<file path="src/rtl/key_write_guard.sv">
module key_write_guard #(
  parameter int          AW         = 12,
  parameter int          DW         = 32,
  parameter logic [AW-1:0] KEY_ADDR = 12'h00C,
  parameter logic [AW-1:0] PROT_LO  = 12'h800,
  parameter logic [AW-1:0] PROT_HI  = 12'h814,
  parameter logic [DW-1:0] MAGIC    = 32'hC5AF6927,
  parameter int          IDLE_TICKS = 32
) (
  input  logic          clk,
  input  logic          rst_n,
  input  logic [AW-1:0] bus_addr,
  input  logic [DW-1:0] bus_wdata,
  input  logic          bus_we,
  input  logic          idle_tick,
  output logic          unlocked,
  output logic          wr_permit
);
  localparam int CW = $clog2(IDLE_TICKS + 1);
  localparam logic [CW-1:0] LAST = CW'(IDLE_TICKS - 1);

  logic [CW-1:0] idle_cnt;
  logic          key_wr, in_prot, prot_wr;

  assign key_wr    = bus_we && (bus_addr == KEY_ADDR);
  assign in_prot   = (bus_addr >= PROT_LO) && (bus_addr <= PROT_HI);
  assign prot_wr   = bus_we && in_prot;
  assign wr_permit = prot_wr && unlocked;

  always_ff @(posedge clk or negedge rst_n) begin
    if (!rst_n) begin
      unlocked <= 1'b0;
      idle_cnt <= '0;
    end else if (key_wr) begin
      unlocked <= (bus_wdata == MAGIC);
      idle_cnt <= '0;
    end else if (unlocked) begin
      if (prot_wr)
        idle_cnt <= '0;
      else if (idle_tick) begin
        if (idle_cnt == LAST) begin
          unlocked <= 1'b0;
          idle_cnt <= '0;
        end else
          idle_cnt <= idle_cnt + 1'b1;
      end
    end
  end


  magic_opens_chk: assert property (@(posedge clk) disable iff (!rst_n)
    key_wr && bus_wdata == MAGIC |=> unlocked);

  bad_key_locks_chk: assert property (@(posedge clk) disable iff (!rst_n)
    key_wr && bus_wdata != MAGIC |=> !unlocked);

  rise_needs_key_chk: assert property (@(posedge clk) disable iff (!rst_n)
    $rose(unlocked) |-> $past(key_wr));

  fall_cause_chk: assert property (@(posedge clk) disable iff (!rst_n)
    $fell(unlocked) |-> $past(key_wr || idle_tick));

  prot_restart_chk: assert property (@(posedge clk) disable iff (!rst_n)
    prot_wr && unlocked && !key_wr |=> idle_cnt == '0 && unlocked);

  no_tick_hold_chk: assert property (@(posedge clk) disable iff (!rst_n)
    !idle_tick && !bus_we |=> $stable(idle_cnt) && $stable(unlocked));

  cnt_bound_chk: assert property (@(posedge clk) disable iff (!rst_n)
    idle_cnt < CW'(IDLE_TICKS));
endmodule

</file>
<file path="config.mk">
export PLATFORM = sky130hd
export DESIGN_NAME = key_write_guard
export DESIGN_NICKNAME = d
export VERILOG_FILES = /design/src/rtl/key_write_guard.sv
export SDC_FILE = /design/constraint.sdc
export NUM_CORES = 1
export LEC_CHECK = 0
export BUFFER_PORTS_ARGS = -buffer_cell sky130_fd_sc_hd__buf_2
export CORE_ASPECT_RATIO = 1.1
export CORE_UTILIZATION = 40
export DETAILED_ROUTE_END_ITERATION = 10
export PLACE_DENSITY = 0.81
export SLEW_MARGIN = 30
export SYNTH_ARGS = -nofsm -noshare
export SYNTH_HDL_FRONTEND = slang
export SYNTH_SLANG_ARGS = --single-unit
</file>
<file path="constraint.sdc">
create_clock -name clk -period 3.6 [get_ports clk]
set_clock_uncertainty 0.15 [all_clocks]
set_input_delay 0.36 -clock clk [delete_from_list [all_inputs] [get_ports clk]]
set_output_delay 0.36 -clock clk [all_outputs]
set_load 0.05 [all_outputs]
</file>
==> results.sh <==
export IMPL_cts_root_buf="clkbuf_4"
export IMPL_crit_reg2reg_launch="idle_cnt[0]"
export IMPL_yosysWarnings=0
export IMPL_finalSetupViolCount=0
export IMPL_dr_wl_met3_um=100
export IMPL_clk_latency_ns=0.25
export IMPL_hold_viol=0
export IMPL_synth_ff_type="dfrtp_1"
export IMPL_crit_arrival_ns=1.37
export IMPL_syn_inst=63
export IMPL_synth_area_top_cells="dfrtp_1 (30%), nor4bb_1 (5.1%), o311ai_4 (4.5%)"
export IMPL_grt_pass1_vias=689
export IMPL_drv_slew=0
export IMPL_worstHoldStart="bus_wdata[31]"
export IMPL_start_util=0.429
export IMPL_crit_top_cell="buf_2"
export IMPL_switchingPower_mw=0.0453
export IMPL_grtUsageTotal=0.206
export IMPL_netlist_area_um2=587
export IMPL_clk_pin_slew_ns=0.05
export IMPL_cp_depth=5
export IMPL_cp_required_ns=3.09
export IMPL_wirelength_um=1460
export IMPL_cts_tree="yes"
export IMPL_r2r_end="idle_cnt[0]"
export IMPL_async_flop_share=1.00
export IMPL_synthesis_nets=112
export IMPL_crit_family="simple AND/OR/NAND/NOR gates"
export IMPL_numCtsBuffers=3
export IMPL_power_density_nw_per_um2=215
export IMPL_dieArea_um2=1620
export IMPL_synth_area_per_cell_um2=9.31
export IMPL_overflow=0
export IMPL_outcome="completed"
export IMPL_slowest_stage="nor4b_4"
export IMPL_holdPathStages=4
export IMPL_die_h_um=42.2
export IMPL_max_stage_delay_ns=0.30
export IMPL_seq_area_frac_synth=0.299
export IMPL_fmax_mhz=533
export IMPL_ir_drop_mv=0.144
export IMPL_ioPinCount=50
export IMPL_postRouteAntennaNets=0
export IMPL_comb_power_share=0.202
export IMPL_synth_seq_cells=7
export IMPL_n_antenna_cell=0
export IMPL_fin_crit_sh=0.521
export IMPL_min_period_ns=1.88
export IMPL_r2r_cells=5
export IMPL_wl_met2_um=805
export IMPL_die_w_um=38.5
export IMPL_crit_path_start_kind="primary input"
export IMPL_numPortBuffers=49
export IMPL_drive_gt1_frac=0.496
export IMPL_htreeDepth=1
export IMPL_power_share_switching=0.238
export IMPL_internal_power_mw=0.145
export IMPL_clkSinkCount=7
export IMPL_worst_pin_slew_ns=0.391
export IMPL_synth_edf_count=0
export IMPL_antenna_found_initial=0
export IMPL_vias=730
export IMPL_finalSetupTns_ns=0
export IMPL_syn2layout_area_growth_pct=51.4
export IMPL_finalPower_mw=0.191
export IMPL_worst_setup_path_end_kind="output pin"
export IMPL_clkPwrFrac=0.383
export IMPL_yosysMostFrequentCell="dfrtp_1"
export IMPL_synthDistinctLibCells=30
export IMPL_fillers=117
export IMPL_core_area_um2=1370
export IMPL_avgViaCountPerCell=5.49
export IMPL_rsz0062_at_grt="no"
export IMPL_wl_per_cell_um=11.0
export IMPL_slew_headroom=0.739
export IMPL_crit_buf_inv=2
export IMPL_synth_top_area_share=0.299
export IMPL_wirelength_met1_um=542
export IMPL_place_gp_congestion=0.824
export IMPL_yosys_top_cells_count="dfrtp_1 (7), nand2_1 (5), nor2_1 (5), o21ai_0 (5)"
export IMPL_synth_area_leader_cell="dfrtp_1"
export IMPL_hold_end="unlocked"
export IMPL_grt_max_degree=8
export IMPL_drt_iter0_markers=5
export IMPL_drc=0
export IMPL_crit_chain="buf_2, nor4b_4, nand2_2, nor3_1, buf_2"
export IMPL_fp_row_count=14
export IMPL_worstSetupStartpoint="bus_addr[10]"
export IMPL_seq_power_share=0.414
export IMPL_critPathKind="in -> out"
export IMPL_hold_path_class="in -> reg"
export IMPL_power_leakage_nw=0.489
export IMPL_rrSetupSlack_ns=1.81
export IMPL_cts_buffer_depth=2
export IMPL_cts_setup_buffers=0
export IMPL_hold_ws_ns=0.311
export IMPL_grt_pass1_wl_um=2440
export IMPL_nets=167
export IMPL_highest_layer="met4"
export IMPL_dr_pass1_iters=4
export IMPL_cp_max_fo=4
export IMPL_maxCapViolCount=0
export IMPL_cts_resized=0
-- cells in the final DEF, fill, tap and decap left out, types with 2 or more instances in the layout --
cell type,Yosys,final
nor4bb_1,3,3
nand4b_1,2,2
a22o_1,3,3
nor2_1,5,5
nand3_1,2,2
dfrtp_1,7,7
o21ai_0,5,5
nand2_1,5,5
o211ai_1,2,2
nor2b_1,3,3
and3_1,2,2
nor4b_1,2,2
buf_2,0,49
nor3_1,3,3
clkbuf_4,0,3
nand4_1,3,3
-- worst register-to-register path, cell delays in order, from the launching register on --
cell     delay (ns)
dfrtp_1        0.38
ha_1           0.21
nand3_1        0.13
nor3b_1        0.37
nor3b_2        0.11
mux2_1         0.31
-- metrics by stage --
| step | setup slack, ns | util | instances | area, um^2 |
|---|---|---|---|---|
| floorplan | 1.16 | - | 63 | 587 |
| global placement | 1.72 | 0.624 | 128 | 852 |
| detailed placement | 1.69 | 0.624 | 128 | 852 |
| CTS | 1.71 | 0.650 | 133 | 888 |
| global route | 1.64 | 0.650 | 133 | 888 |
| finish | 1.72 | 0.650 | 133 | 888 |
-- power groups by stage --
stage | logic, mW | clock network, mW | registers, mW
floorplan | 0.00917 | 0 | 0.0803
global placement | 0.0368 | 0 | 0.0803
detailed placement | 0.0383 | 0 | 0.0803
CTS | 0.0391 | 0.0760 | 0.0789
global route | 0.0431 | 0.0800 | 0.0789
finish | 0.0386 | 0.0731 | 0.0789
-- state kept, by name, summed over array words and instances, names as in the netlist --
signal	flops
idle_cnt	6
unlocked	1
-- worst max path at each step --
| stage | slack, ns | end |
|---|---|---|
| after global placement | 1.72 | idle_cnt[4] |
| after global routing | 1.64 | wr_permit |
| after detailed placement | 1.69 | idle_cnt[4] |
| after CTS | 1.71 | wr_permit |
| after floorplan | 1.16 | wr_permit |
| final | 1.72 | wr_permit |
-- logic make-up after synthesis --
group / synth area share
and+or+nand+nor: 0.433
AOI/OAI and AO/OA: 0.215
DFF: 0.299
buffers and inverters: 0.0128
muxes: 0.0192
adders and majority gates: 0.0213
-- what timing repair did --
action	in CTS	in global routing
setup endpoints to repair	0	0
endpoints found under the hold margin	7	0
hold buffers	1	0
-- layout make-up --
type	count	area, um^2	share of cell area
inverter	2	7.51	0.00845
tap	16	20.0	0.0225
timing repair buffer	50	255	0.287
clock buffer	4	26.3	0.0296
multi-input combinational	54	404	0.455
sequential	7	175	0.197
-- layer usage --
metal,global-route usage,up-vias
met5,0,-
met4,0.0552,0
met3,0.0479,2
met2,0.403,36
met1,0.197,332
li1,-,360
Power figures use the tool's default switching activity.
